===== src/rtl/osb_pkg.sv =====
package osb_pkg;
  typedef struct packed {
    logic load;   // open a burst this edge
    logic pop;    // take oldest buffered octet (else resend last)
    logic push;   // store the incoming octet
    logic shift;  // advance the running burst
  } osbStrobes_t;
endpackage


===== src/rtl/osb_ctrl.sv =====
module osb_ctrl
  import osb_pkg::*;
#(
  parameter int WIDTH = 8,
  parameter int DEPTH = 2
) (
  input  logic        clk,
  input  logic        rst,
  input  logic        octetValid,
  input  logic        tsA,
  input  logic        tsB,
  input  logic        tsSel,
  output osbStrobes_t strb,
  output logic        outValid,
  output logic        slipDelete,
  output logic        slipRepeat
);
  localparam int CW = $clog2(DEPTH + 1);
  localparam int BW = (WIDTH > 2) ? $clog2(WIDTH) : 1;

  logic [CW-1:0] fill;
  logic [BW-1:0] bitsLeft;
  logic          slotStrobe;
  logic          slotStart;
  logic          burstBusy;

  assign slotStrobe = tsSel ? tsA : tsB;
  assign burstBusy  = (bitsLeft != '0);
  assign slotStart  = slotStrobe && !burstBusy;

  always_comb begin
    strb.load  = slotStart;
    strb.pop   = slotStart && (fill != '0);
    strb.push  = octetValid && ((fill != CW'(DEPTH)) || strb.pop);
    strb.shift = burstBusy;
  end

  always_ff @(posedge clk or posedge rst) begin
    if (rst) begin
      fill       <= '0;
      bitsLeft   <= '0;
      outValid   <= 1'b0;
      slipDelete <= 1'b0;
      slipRepeat <= 1'b0;
    end else begin
      fill       <= fill + CW'(strb.push) - CW'(strb.pop);
      if (slotStart)      bitsLeft <= BW'(WIDTH - 1);
      else if (burstBusy) bitsLeft <= bitsLeft - 1'b1;
      outValid   <= slotStart || burstBusy;
      slipDelete <= octetValid && !strb.push;
      slipRepeat <= slotStart && !strb.pop;
    end
  end
endmodule


===== src/rtl/osb_datapath.sv =====
module osb_datapath
  import osb_pkg::*;
#(
  parameter int WIDTH = 8,
  parameter int DEPTH = 2
) (
  input  logic             clk,
  input  logic             rst,
  input  osbStrobes_t      strb,
  input  logic [WIDTH-1:0] octetIn,
  output logic             serOut
);
  localparam int PW = (DEPTH > 1) ? $clog2(DEPTH) : 1;

  logic [WIDTH-1:0] store [DEPTH];
  logic [PW-1:0]    rdPtr, wrPtr;
  logic [WIDTH-1:0] lastOctet;
  logic [WIDTH-1:0] shiftReg;
  logic [WIDTH-1:0] loadData;

  function automatic logic [PW-1:0] stepPtr(input logic [PW-1:0] p);
    return (p == PW'(DEPTH - 1)) ? '0 : p + 1'b1;
  endfunction

  assign loadData = strb.pop ? store[rdPtr] : lastOctet;

  always_ff @(posedge clk) begin
    if (strb.push) store[wrPtr] <= octetIn;
  end

  always_ff @(posedge clk or posedge rst) begin
    if (rst) begin
      rdPtr     <= '0;
      wrPtr     <= '0;
      lastOctet <= '1;
      shiftReg  <= '1;
      serOut    <= 1'b1;
    end else begin
      if (strb.push) wrPtr <= stepPtr(wrPtr);
      if (strb.pop)  rdPtr <= stepPtr(rdPtr);
      if (strb.load) begin
        lastOctet <= loadData;
        serOut    <= loadData[WIDTH-1];
        shiftReg  <= {loadData[WIDTH-2:0], 1'b1};
      end else if (strb.shift) begin
        serOut    <= shiftReg[WIDTH-1];
        shiftReg  <= {shiftReg[WIDTH-2:0], 1'b1};
      end else begin
        serOut    <= 1'b1;
      end
    end
  end
endmodule


===== src/rtl/octet_slip_buffer.sv =====
module octet_slip_buffer
  import osb_pkg::*;
#(
  parameter int WIDTH = 8,
  parameter int DEPTH = 2
) (
  input  logic             clk,
  input  logic             rst,
  input  logic             octetValid,
  input  logic [WIDTH-1:0] octetIn,
  input  logic             tsA,
  input  logic             tsB,
  input  logic             tsSel,
  output logic             serOut,
  output logic             outValid,
  output logic             slipDelete,
  output logic             slipRepeat
);
  osbStrobes_t strb;

  osb_ctrl #(.WIDTH(WIDTH), .DEPTH(DEPTH)) ctrl_i (
    .clk(clk), .rst(rst), .octetValid(octetValid),
    .tsA(tsA), .tsB(tsB), .tsSel(tsSel), .strb(strb),
    .outValid(outValid), .slipDelete(slipDelete), .slipRepeat(slipRepeat)
  );

  osb_datapath #(.WIDTH(WIDTH), .DEPTH(DEPTH)) dp_i (
    .clk(clk), .rst(rst), .strb(strb), .octetIn(octetIn), .serOut(serOut)
  );
endmodule


===== config.mk =====
export PLATFORM = sky130hd
export DESIGN_NAME = octet_slip_buffer
export DESIGN_NICKNAME = d
export VERILOG_FILES = /design/src/rtl/osb_pkg.sv /design/src/rtl/osb_ctrl.sv /design/src/rtl/osb_datapath.sv /design/src/rtl/octet_slip_buffer.sv
export SDC_FILE = /design/constraint.sdc
export NUM_CORES = 1
export LEC_CHECK = 0
export ABC_AREA = 1
export ABC_CLOCK_PERIOD_IN_PS = 2400
export BUFFER_PORTS_ARGS = -buffer_cell sky130_fd_sc_hd__buf_2
export CAP_MARGIN = 20
export CORE_ASPECT_RATIO = 1.25
export CORE_MARGIN = 3
export CORE_UTILIZATION = 50
export CTS_BUF_LIST = sky130_fd_sc_hd__clkbuf_4
export DETAILED_ROUTE_END_ITERATION = 6
export PLACE_DENSITY = 0.76
export RECOVER_POWER = 100
export REMOVE_ABC_BUFFERS = 1
export SLEW_MARGIN = 15
export SYNTH_ARGS = -nofsm -noshare
export SYNTH_HDL_FRONTEND = slang
export SYNTH_SLANG_ARGS = --single-unit

===== constraint.sdc =====
create_clock -name clk -period 2.4 [get_ports clk]
set_input_delay 0.6 -clock clk [delete_from_list [all_inputs] [get_ports clk]]
set_output_delay 0.6 -clock clk [all_outputs]
set_load 0.01 [all_outputs]

==> metrics.csv, run 1 <==
metric;value;unit
layout_common_cells;61 x nand2_1, 18 x inv_1, 16 x dfstp_2, 16 x edfxtp_1;
tns;0;ns
antennaDiodeCount;0;
ctsResizeCount;0;
synthCells;177;
numCtsBuffers;5;
total_power;2290;uW
grt.overflow.total;0;
min_path_type;in -> async;
setup_viol;0;
dr.pass1.iters;4;
viasPerCell;5.10;
slew_headroom;47.9;%
ys_seq_area_share;63.3;%
pin_count;18;
holdBufCountCts;0;
dr_total_vias;1220;
drive_gt1_share;18.8;%
gr-usage-all-layers;16.4;%
detail_route.wl_per_cell;12.7;microns
grt_pass1_vias;1226;
critical_path.startpoint_type;register;
critPathRequiredTime;2.45;ns
first_iter_violations;43;
syn_area_per_cell;10.3;sq um
p_leak;0.000886;uW
clock-sinks;42;
synth_top_area_share;26.4;%
htreeDepth;2;
drv_slew;0;
cap_violations;0;
drc;0;
cp-end-kind;register;
fp-row-count;23;
nFillCells;307;
clock_latency;0.35;ns
clock_skew;0.00782;ns
period_needed;2.11;ns
die_x;59.9;microns
port_buffers;17;
postCtsSetupRepairBufs;0;
ys_ff_latch;42;
rsz0062_at_grt;false;
path_class;reg -> reg;
die_area;4400;sq um
peakVddDrop;0.000564;V
powerDensity;1160;nW/um^2
cp_slowest_stage_delay;0.41;ns
grt_max_degree;23;
hpwl;2340;microns
routed_wl;3040;microns
syn2layout_area_growth;8.26;%
ant_nets;0;
clock_path_buffers;2;
crit_slowest_cell;dfrtp_1;
yosysTopAreaCell;edfxtp_1;
tightest_slew;0.780;ns
finalHoldViolations;0;
crit_chain;inv_1 -> ha_1 -> inv_1 -> nor2_4 -> nand2_1 -> nand3b_1 -> nand2_1 -> nor2_1 -> clkbuf_2;
multi_input_area;557;sq um
cts.clk_slew.worst_paths;0.11;ns
ys_types;26;
antenna_found_initial;0;
die_h;73.4;microns
initial_core_util;54.5;%
critPathMaxFanout;14;
fmax;475;MHz
seq_area;1150;sq um
yosysWarnings;0;
synth_area;1820;sq um
grt_pass1_wl;5220;microns
status;completed;
placed_cell_area;1950;sq um
layout.cells.most_common;nand2_1;
fin_nets;218;
cp.arrival;2.16;ns
cts-root-buf;clkbuf_4;
cts_tree;yes;
ys_top_cells_by_area;edfxtp_1 26%, dfstp_2 23%, dfrtp_1 14%;
design.core.area;3340;sq um
period_share;87.8;%
fin_area;1970;sq um
gp_congestion;0.802;
==> through the flow <==
| step | worst slack [ns] | hold WS, ns | instances | util (%) |
|---|---|---|---|---|
| detailed placement | 0.254 | 0.456 | 231 | 58.5 |
| floorplan | 0.421 | 0.442 | 175 | - |
| global placement | 0.349 | 0.455 | 231 | 58.5 |
| global route | 0.0915 | 0.407 | 239 | 59.0 |
| finish | 0.293 | 0.373 | 239 | 59.0 |
| CTS | 0.290 | 0.385 | 239 | 60.1 |
==> synthesized netlist by cell type (all sizes together) <==
cell / count
nand2: 62
inv: 20
dfstp: 16
edfxtp: 16
o21ai: 11
dfrtp: 10
nor2: 9
nand4: 7
nand3: 6
a21oi: 4
ha: 3
or2: 3
buf: 2
o211ai: 2
xnor2: 2
xor2: 2
clkinv: 1
nand3b: 1
==> sequential cells by signal (all words and copies together), names as in the netlist <==
register	cells
ctrl_i.bitsLeft	3
ctrl_i.slipDelete	1
dp_i.shiftReg	7
dp_i.lastOctet	8
dp_i.wrPtr	1
ctrl_i.outValid	1
ctrl_i.fill	2
ctrl_i.slipRepeat	1
dp_i.store	16
dp_i.serOut	1
dp_i.rdPtr	1
==> worst max-delay path, delay by kind of cell, from the launching register on <==
family / cells / cell delay [ns]
AND/OR/NAND/NOR: 5 / 0.87
adder cells (fa/ha/maj): 1 / 0.14
flip-flops: 1 / 0.41
buffers and inverters: 3 / 0.38
==> per-layer routing <==
layer	GRT usage (%)	vias up	wire length, microns
li1	-	621	-
met1	17.7	564	1220
met2	28.5	28	1590
met3	4.75	7	155
met4	8.13	0	70
met5	0	-	0
==> layout make-up <==
| type | count | share of cell area, % |
|---|---|---|
| clock buffer | 6 | 2.29 |
| clock inverter | 2 | 0.445 |
| sequential | 42 | 58.5 |
| timing repair buffer | 19 | 4.13 |
| multi-input combinational | 112 | 28.3 |
| inverter | 21 | 4.01 |
| tap | 37 | 2.35 |
==> report_power, final <==
part	total, uW	internal [uW]	switching, uW
logic	717	250	467
clock network	330	122	208
registers	1240	1100	144
==> worst paths after layout <==
| check | slack [ns] | endpoint | cells past startpoint | startpoint |
|---|---|---|---|---|
| hold / removal | 0.37 | ctrl_i.bitsLeft[2] | 2 | rst |
| min in group clk | 0.44 | dp_i.store[0][2] | 1 | octetIn[2] |
| setup / recovery | 0.29 | dp_i.store[1][5] | 9 | ctrl_i.bitsLeft[0] |
| hold reg to reg | 0.48 | dp_i.lastOctet[3] | 2 | dp_i.lastOctet[3] |
| max in group asynchronous | 1.33 | dp_i.lastOctet[7] | 3 | rst |
| setup reg to reg | 0.29 | dp_i.store[1][5] | 9 | ctrl_i.bitsLeft[0] |
==> logic make-up after synthesis <==
logic type      Yosys count  synth area share, %
simple gates             88                 22.7
flops                    42                 63.3
buf+inv                  23                 5.02
compound gates           17                 4.95
xor+xnor                  4                 1.93
fa+ha+maj                 3                 2.06
No activity file was read; power rests on OpenSTA's default activity.
==> run 2: changes to the inputs <==
--- a/config.mk
+++ b/config.mk
@@ -6,7 +6,7 @@
 export NUM_CORES = 1
 export LEC_CHECK = 0
 export ABC_AREA = 1
-export ABC_CLOCK_PERIOD_IN_PS = 2400
+export ABC_CLOCK_PERIOD_IN_PS = 2000
 export BUFFER_PORTS_ARGS = -buffer_cell sky130_fd_sc_hd__buf_2
 export CAP_MARGIN = 20
 export CORE_ASPECT_RATIO = 1.25
==> constraint.sdc (replaced) <==
create_clock -name clk -period 2 [get_ports clk]
set_input_delay 0.5 -clock clk [delete_from_list [all_inputs] [get_ports clk]]
set_output_delay 0.5 -clock clk [all_outputs]
set_load 0.01 [all_outputs]
==> run 2 against run 1 <==
Sequential share of layout area shrank 0.99 points. Wire length increased by 1.4%. Global-route usage shrank 0.13 points. Final cell count is 1.3% higher. Utilization rose by 1.0 points. Count of clock-buffer cells in the layout decreased by 1. Combinational power rose by 24%. Die area unchanged. Maximum frequency rose by 15%. Critical path type unchanged. Largest power group unchanged. Highest routed layer unchanged.
==> metrics.csv, run 2 (synthesis gave the netlist of run 1 again) <==
metric;value;unit
status;completed;
clock_latency;0.35;ns
setup.worst_path.start;ctrl_i.bitsLeft[0];
critical_path.startpoint_type;register;
setup_viol;0;
placed_cell_area;1970;sq um
reg2reg_from;ctrl_i.bitsLeft[0];
drc;0;
cap_violations;0;
antenna_found_initial;0;
initial_core_util;54.5;%
use_met1;17.8;%
slew_headroom;11.0;%
crit_chain;inv_1 -> ha_1 -> inv_1 -> nor2_4 -> nand2_1 -> nand3b_1 -> nand2_1 -> nor2_1 -> clkbuf_2;
grt_pass1_wl;5350;microns
drv_slew;0;
grt_max_degree;27;
layout.cells.most_common;nand2_1;
ant_nets;0;
hold_start;octetIn[7];
period_needed;1.82;ns
finalHoldViolations;0;
die_x;59.9;microns
top_register;dp_i.store;
hpwl;2320;microns
cp-end-kind;register;
postCtsSetupRepairBufs;0;
r2r_cells;9;
syn2layout_area_growth;10.1;%
die_area;4400;sq um
dr_total_vias;1242;
period_share;91.2;%
fp-row-count;23;
worstHoldEndpoint;dp_i.store[0][7];
grt_pass1_vias;1289;
fmax;548;MHz
numCtsBuffers;5;
antennaDiodeCount;0;
finalNonFillerCells;242;
path_class;reg -> reg;
design.core.area;3340;sq um
cp.arrival;1.86;ns
cp_slowest_stage_delay;0.42;ns
clock_path_buffers;2;
worstReg2RegEnd;dp_i.store[1][3];
crit_family;simple AND/OR/NAND/NOR gates;
rsz0062_at_grt;false;
worst_hold_slack;0.335;ns
htreeDepth;2;
cts_tree;yes;
regToRegSetupSlack;0.18;ns
routed_wl;3080;microns
holdBufCountCts;0;
dr.pass1.iters;4;
tightest_slew;1.34;ns
gp_congestion;0.792;
clock-sinks;42;
pin_count;18;
dpl.cell_count;234;
largest_reg_flops;16;
fin_area;2000;sq um
worst-path-buf-inv;3;
first_iter_violations;48;
powerDensity;1380;nW/um^2
crit_slowest_cell;dfrtp_1;
cts-root-buf;clkbuf_4;
grt_busiest_layer;met2;
min_path_cells;1;
layout_common_cells;61 x nand2_1, 19 x inv_1, 16 x dfstp_2, 16 x edfxtp_1;
viasPerCell;5.13;
die_h;73.4;microns
grtUsageMet3;4.75;%
clock_skew;0.0185;ns
cts.clk_slew.worst_paths;0.12;ns
ctsResizeCount;0;
p_leak;0.000909;uW
critPathMaxFanout;8;
peakVddDrop;0.000730;V
worstSetupPathDepth;9;
largestRegisters;dp_i.store: 16 flops, dp_i.lastOctet: 8 flops, dp_i.shiftReg: 7 flops;
port_buffers;17;
min_path_type;in -> reg;
grt.overflow.total;0;
critPathRequiredTime;2.04;ns
detail_route.wl_per_cell;12.7;microns
drive_gt1_share;20.5;%
fin_nets;221;
gr-usage-all-layers;16.2;%
met2_usage;28.4;%
tns;0;ns
-- run 2: changes by cell type in the layout (fill, tap and decap cells not counted) --
cell	change
clkbuf_4	-1
inv_2	-2
buf_4	+1
inv_1	+1
nor2_8	+1
nor2_2	+1
clkinv_1	+1
clkinvlp_4	+1
nand3_1	+1
buf_2	+4
nand3_2	-1
nor2_1	-2
clkbuf_1	-2
-- run 2: per-layer routing --
| metal | vias to the layer above | wire, microns |
|---|---|---|
| li1 | 626 | - |
| met1 | 573 | 1270 |
| met2 | 36 | 1590 |
| met3 | 7 | 163 |
| met4 | 0 | 53 |
| met5 | - | 0 |
-- run 2: power by group --
part | total, uW | leakage [uW] | internal, uW | switching, uW
clock network | 396 | 0.0000286 | 131 | 265
registers | 1490 | 0.000436 | 1310 | 172
logic | 890 | 0.000445 | 322 | 567
-- run 2: layout make-up --
class                           count  area (sq um)
Sequential cell                    42          1150
Clock inverter                      3          16.3
Multi-Input combinational cell    112           571
Clock buffer                        5          37.5
Tap cell                           37          46.3
Fill cell                         279          1340
Inverter                           21          78.8
Timing Repair Buffer               22           101
-- run 2: worst max path at each step --
stage and to:
2_1_floorplan dp_i.store[1][0], 3_3_place_gp ctrl_i.fill[1], 3_5_place_dp ctrl_i.fill[1], 4_1_cts ctrl_i.fill[1], 5_1_grt dp_i.store[1][3], 6_report dp_i.store[1][3]
-- run 2: through the flow --
| stage | setup WS [ns] | utilization, % | power [uW] |
|---|---|---|---|
| 3_5_place_dp | 0.0951 | 59.1 | 2430 |
| 4_1_cts | 0.172 | 60.8 | 2830 |
| 3_3_place_gp | 0.192 | 59.1 | 2360 |
| 5_1_grt | 0.0140 | 60.0 | 3000 |
| 2_1_floorplan | 0.0207 | - | 2140 |
| 6_report | 0.175 | 60.0 | 2770 |
